### src/rtl/mfr_status_pkg.sv
package mfr_status_pkg;

    localparam int REG_W = 8;

    // Bit positions (ordering is visible to software)
    localparam int POS_MODE  = 7;
    localparam int POS_BGOT  = 6;
    localparam int POS_PSF   = 5;
    localparam int POS_COMM  = 4;
    localparam int POS_PC    = 3;
    localparam int POS_RSVD  = 2;
    localparam int POS_PSOT  = 1;
    localparam int POS_UV    = 0;

    localparam logic [REG_W-1:0] STICKY_MASK =
        REG_W'((1 << POS_BGOT) | (1 << POS_PSF) | (1 << POS_COMM) | (1 << POS_PSOT));
    localparam logic [REG_W-1:0] LIVE_MASK =
        REG_W'((1 << POS_MODE) | (1 << POS_PC) | (1 << POS_UV));
    localparam logic [REG_W-1:0] INFO_MASK = REG_W'(1 << POS_MODE);
    localparam logic [REG_W-1:0] RSVD_MASK = REG_W'(1 << POS_RSVD);
    localparam logic [REG_W-1:0] FAULT_MASK = (STICKY_MASK | LIVE_MASK) & ~INFO_MASK & ~RSVD_MASK;

    typedef struct packed {
        logic mode;
        logic bg_ot;
        logic ps_fault;
        logic ps_comm;
        logic pc_any;
        logic ps_ot;
        logic ps_uv;
    } cond_t;

    typedef struct packed {
        logic             valid;
        logic [REG_W-1:0] data;
    } rd_resp_t;

    function automatic logic [REG_W-1:0] place_conditions(input cond_t c);
        logic [REG_W-1:0] v;
        v           = '0;
        v[POS_MODE] = c.mode;
        v[POS_BGOT] = c.bg_ot;
        v[POS_PSF]  = c.ps_fault;
        v[POS_COMM] = c.ps_comm;
        v[POS_PC]   = c.pc_any;
        v[POS_PSOT] = c.ps_ot;
        v[POS_UV]   = c.ps_uv;
        return v;
    endfunction

endpackage

### src/rtl/mfr_sticky_bit.sv
module mfr_sticky_bit (
    input  logic clk,
    input  logic rst,
    input  logic detect,
    input  logic clear,
    output logic q
);
    always_ff @(posedge clk) begin
        if (rst)          q <= 1'b0;
        else if (detect)  q <= 1'b1;   // detection wins over clear
        else if (clear)   q <= 1'b0;
    end
endmodule

### src/rtl/mfr_status_view.sv
module mfr_status_view
    import mfr_status_pkg::*;
(
    input  logic [REG_W-1:0] latched_q,
    input  logic [REG_W-1:0] ev_vec,
    output logic [REG_W-1:0] view,
    output logic             any_fault
);
    always_comb begin
        view      = ((latched_q & STICKY_MASK) | (ev_vec & LIVE_MASK)) & ~RSVD_MASK;
        any_fault = |(view & FAULT_MASK);
    end
endmodule

### src/rtl/mfr_read_port.sv
module mfr_read_port
    import mfr_status_pkg::*;
(
    input  logic             clk,
    input  logic             rst,
    input  logic             rd_en,
    input  logic [REG_W-1:0] view,
    output rd_resp_t         resp
);
    always_ff @(posedge clk) begin
        if (rst) begin
            resp <= '0;
        end else begin
            resp.valid <= rd_en;
            if (rd_en) resp.data <= view;
        end
    end
endmodule

### src/rtl/mfr_status_reg.sv
module mfr_status_reg
    import mfr_status_pkg::*;
(
    input  logic       clk,
    input  logic       rst,
    input  logic       cond_mode,
    input  logic       cond_bg_ot,
    input  logic       cond_ps_fault,
    input  logic       cond_ps_comm,
    input  logic       pc_any,
    input  logic       cond_ps_ot,
    input  logic       cond_ps_uv,
    input  logic       rd_en,
    input  logic       wr_en,
    input  logic [7:0] wr_data,
    output logic [7:0] rd_data,
    output logic       rd_valid,
    output logic       alert_req,
    output logic       status_summary
);
    cond_t            conds;
    logic [REG_W-1:0] ev_vec;
    logic [REG_W-1:0] clr_vec;
    logic [REG_W-1:0] latched_q;
    logic [REG_W-1:0] view;
    logic             any_fault;
    rd_resp_t         resp;

    always_comb begin
        conds = '{mode: cond_mode, bg_ot: cond_bg_ot, ps_fault: cond_ps_fault,
                  ps_comm: cond_ps_comm, pc_any: pc_any, ps_ot: cond_ps_ot,
                  ps_uv: cond_ps_uv};
        ev_vec  = place_conditions(conds);
        clr_vec = wr_en ? (wr_data & STICKY_MASK) : '0;
    end

    for (genvar i = 0; i < REG_W; i++) begin : g_bit
        if (STICKY_MASK[i]) begin : g_sticky
            mfr_sticky_bit u_cell (
                .clk    (clk),
                .rst    (rst),
                .detect (ev_vec[i]),
                .clear  (clr_vec[i]),
                .q      (latched_q[i])
            );
        end else begin : g_none
            assign latched_q[i] = 1'b0;
        end
    end

    mfr_status_view u_view (
        .latched_q (latched_q),
        .ev_vec    (ev_vec),
        .view      (view),
        .any_fault (any_fault)
    );

    mfr_read_port u_rd (
        .clk   (clk),
        .rst   (rst),
        .rd_en (rd_en),
        .view  (view),
        .resp  (resp)
    );

    assign rd_data        = resp.data;
    assign rd_valid       = resp.valid;
    assign alert_req      = any_fault;
    assign status_summary = any_fault;
endmodule

### config.mk
export PLATFORM = sky130hd
export DESIGN_NAME = mfr_status_reg
export DESIGN_NICKNAME = d
export VERILOG_FILES = /design/src/rtl/mfr_status_pkg.sv /design/src/rtl/mfr_sticky_bit.sv /design/src/rtl/mfr_status_view.sv /design/src/rtl/mfr_read_port.sv /design/src/rtl/mfr_status_reg.sv
export SDC_FILE = /design/constraint.sdc
export NUM_CORES = 1
export LEC_CHECK = 0
export CAP_MARGIN = 25
export CELL_PAD_IN_SITES_DETAIL_PLACEMENT = 1
export CELL_PAD_IN_SITES_GLOBAL_PLACEMENT = 2
export CORE_MARGIN = 3
export CORE_UTILIZATION = 20
export CTS_BUF_LIST = sky130_fd_sc_hd__clkbuf_8
export DETAILED_ROUTE_END_ITERATION = 6
export GPL_TIMING_DRIVEN = 0
export PLACE_DENSITY_LB_ADDON = 0.1
export SETUP_SLACK_MARGIN = 0.3
export SYNTH_ARGS = -nofsm -noshare
export SYNTH_HDL_FRONTEND = slang
export SYNTH_SLANG_ARGS = --single-unit
### constraint.sdc
create_clock -name clk -period 1.1 [get_ports clk]
set_input_delay 0.22 -clock clk [delete_from_list [all_inputs] [get_ports clk]]
set_output_delay 0.22 -clock clk [all_outputs]
set_load 0.05 [all_outputs]
==> qor.txt <==
Total Routing Usage GR = 8.296%
peak supply drop = 0.4336 mV
DR pass1 iterations = 2
die area = 0.003033 mm²
synthesized area per cell = 10.25 µm²
setup ws final = -0.3353 ns
share of cells above drive strength 1 = 48.75%
Nets = 100
I/O pins = 30
Mapped Cells = 47
TritonCTS clock tree = built
placed instance area = 774.5 µm²
Setup TNS Final = -0.6297 ns
Hold WC Path Type = input port to register
P&R area growth vs syn = 91.17%
Initial Util = 21.37%
clock sink count = 12
Max Freq = 0.6967 GHz
initial antenna violation count = 0
Row Count = 17
PortBufs = 23
initial drt markers = 2
GPL Wtd Cong = 0.6584
status = finished, violations left
Worst Path Buf+Inv = 2
die height = 55.08 µm
Post-Syn Nets = 66
sequential element share of the synthesized area = 49.87%
Root Buffer = clkbuf_8
max cap viols = 0
DRC = 0
clock-pin slew on the worst setup and hold paths = 0.05 ns
Via Count = 433
Syn. warnings = 0
die width = 55.08 µm
Slew Limit Fails = 0
antenna viol nets, final = 0
final WL = 1154 µm
later-pin clock latency in the skew report = 0.23 ns
WS Path Type = register to output port
CP max stage delay = 0.33 ns
DR WL/cell = 10.69 µm
Synth Register Bits = 12
Crit-path slowest cell = dfxtp_2
FILL cells = 269
final non-filler cell area = 920.9 µm²
skew final = 0.0003088 ns
Tcrit/Tclk final = 130.5%
vias in the first global route = 381
CP Capture Type = output port
first-pass GRT wire length = 1738 µm
Final setup viols = 2
cell taking the most area after synthesis = dfxtp_1
largest net degree at the start of global routing = 9
critical-path maximum fanout = 2
core area = 0.002255 mm²
LEAKAGE = 0.0004265 µW
data required time of the worst path = 0.88 ns
critical path, cell by cell = nor4_4 -> nand2_2 -> buf_8 -> buf_8
CP delay by family, top = simple AND/OR/NAND/NOR gates
Yosys cell types = 12
Setup crit start kind = register
htree depth = 1
Yosys top cell area share = 49.87%
DP HPWL = 843.5 µm
pwr dens = 1343 mW/mm²
GRT overflow = 0
RSZ-0062 raised after global routing = yes
failing checks = negative setup slack
Final Hold Violating Endpoints = 0
most used cell, CP = buf_8
# diodes = 0
total CTS buffers = 3
CTS max path bufs = 2
Via density = 4.009
top cells by area, synth = dfxtp_1 50%, mux2i_1 15%, a311oi_2 9.4%
Final min period = 1.435 ns
mapped cell area = 481.7 µm²
Worst EP arrival = 1.22 ns
==> what timing repair did <==
item | CTS | global route
hold buffers | 0 | 0
gates cloned | 1 | 0
buffers inserted | 2 | 3
resized for setup | 83 | 4
endpoints found under the setup margin | 21 | 14
pin swaps | 3 | 1
endpoints found under the hold margin | 0 | 0
==> routing by layer <==
layer / vias to the layer above / wire (µm) / GRT usage, %
met5: - / 0 / 0
met1: 194 / 513 / 10.81
met2: 19 / 528 / 12.40
li1: 220 / - / -
met4: 0 / 0 / 2.429
met3: 0 / 112 / 3.485
==> worst paths after layout <==
check	start	to	slack, ns	cells after the start
hold reg to reg	u_rd.resp[3]	u_rd.resp[3]	0.51	2
setup / recovery	g_bit[4].g_sticky.u_cell.q	status_summary	-0.34	4
setup reg to reg	g_bit[4].g_sticky.u_cell.q	g_bit[4].g_sticky.u_cell.q	0.22	4
hold / removal	rd_en	u_rd.resp[8]	0.28	2
==> synthesized netlist by cell type (all sizes together) <==
cell and n:
buf 4, nand2 1, nor2 12, inv 4, mux2i 7, conb 1, nor4 1, a311oi 4
dfxtp 12, nor2b 1
==> sequential cells by signal, summed over array words and instances, names as in the netlist <==
register,count
u_rd.resp,8
g_bit.g_sticky.u_cell.q,4
==> logic make-up after synthesis <==
logic type             after synthesis  share of synthesized area (%)
DFF                                 12                          49.87
muxes                                7                          14.55
AOI/OAI and AO/OA                    4                          11.17
other                                1                         0.7785
buffers and inverters                8                          10.91
and+or+nand+nor                     15                          12.73
==> report_power, final <==
group | total [µW] | internal (µW) | switching (µW)
sequential | 493 | 467 | 25.5
clock | 469 | 316 | 154
combinational | 275 | 139 | 135
total | 1240 | 922 | 315
==> per-stage QoR <==
stage          cells  total power (µW)  setup slack (ns)  utilization, %  hold WS [ns]
2_1_floorplan     47             635.1           -0.1580               -        0.2842
3_3_place_gp      98             737.0            -1.043           34.35        0.4649
3_5_place_dp      98             738.5            -1.063           34.35        0.4733
4_1_cts          105              1242           -0.3375           39.35        0.2760
5_1_grt          108              1299           -0.3809           40.84        0.2790
6_report         108              1237           -0.3353           40.84        0.2767
==> area by class of cell <==
class | count | area, µm² | area share, %
repair buffers | 29 | 311.5 | 33.83
plain buffers | 4 | 45.04 | 4.891
inverters | 4 | 15.01 | 1.630
multi-input cells | 27 | 206.4 | 22.42
flip-flops and latches | 12 | 252.7 | 27.45
well taps | 28 | 35.03 | 3.804
clock buffers | 4 | 55.05 | 5.978
==> worst reg2reg max path: stages, from the launching register on <==
cell,delay (ns)
dfxtp_2,0.35
buf_4,0.11
buf_6,0.08
nor2_1,0.04
a311oi_2,0.21
==> layout by cell type, fill, tap and decap left out <==
cell and count:
nor2_1 12, buf_8 10, dfxtp_2 10, mux2i_1 7
clkdlybuf4s50_1 6, dlygate4sd2_1 6, buf_4 5, inv_1 4
clkbuf_8 4, buf_6 3, a311oi_2 3, buf_2 2
dfxtp_1 2, nor4_4 1, nand2_2 1, nor2b_1 1
a311oi_1 1, conb_1 1, dlymetal6s2s_1 1
Power figures use the tool's default switching activity.
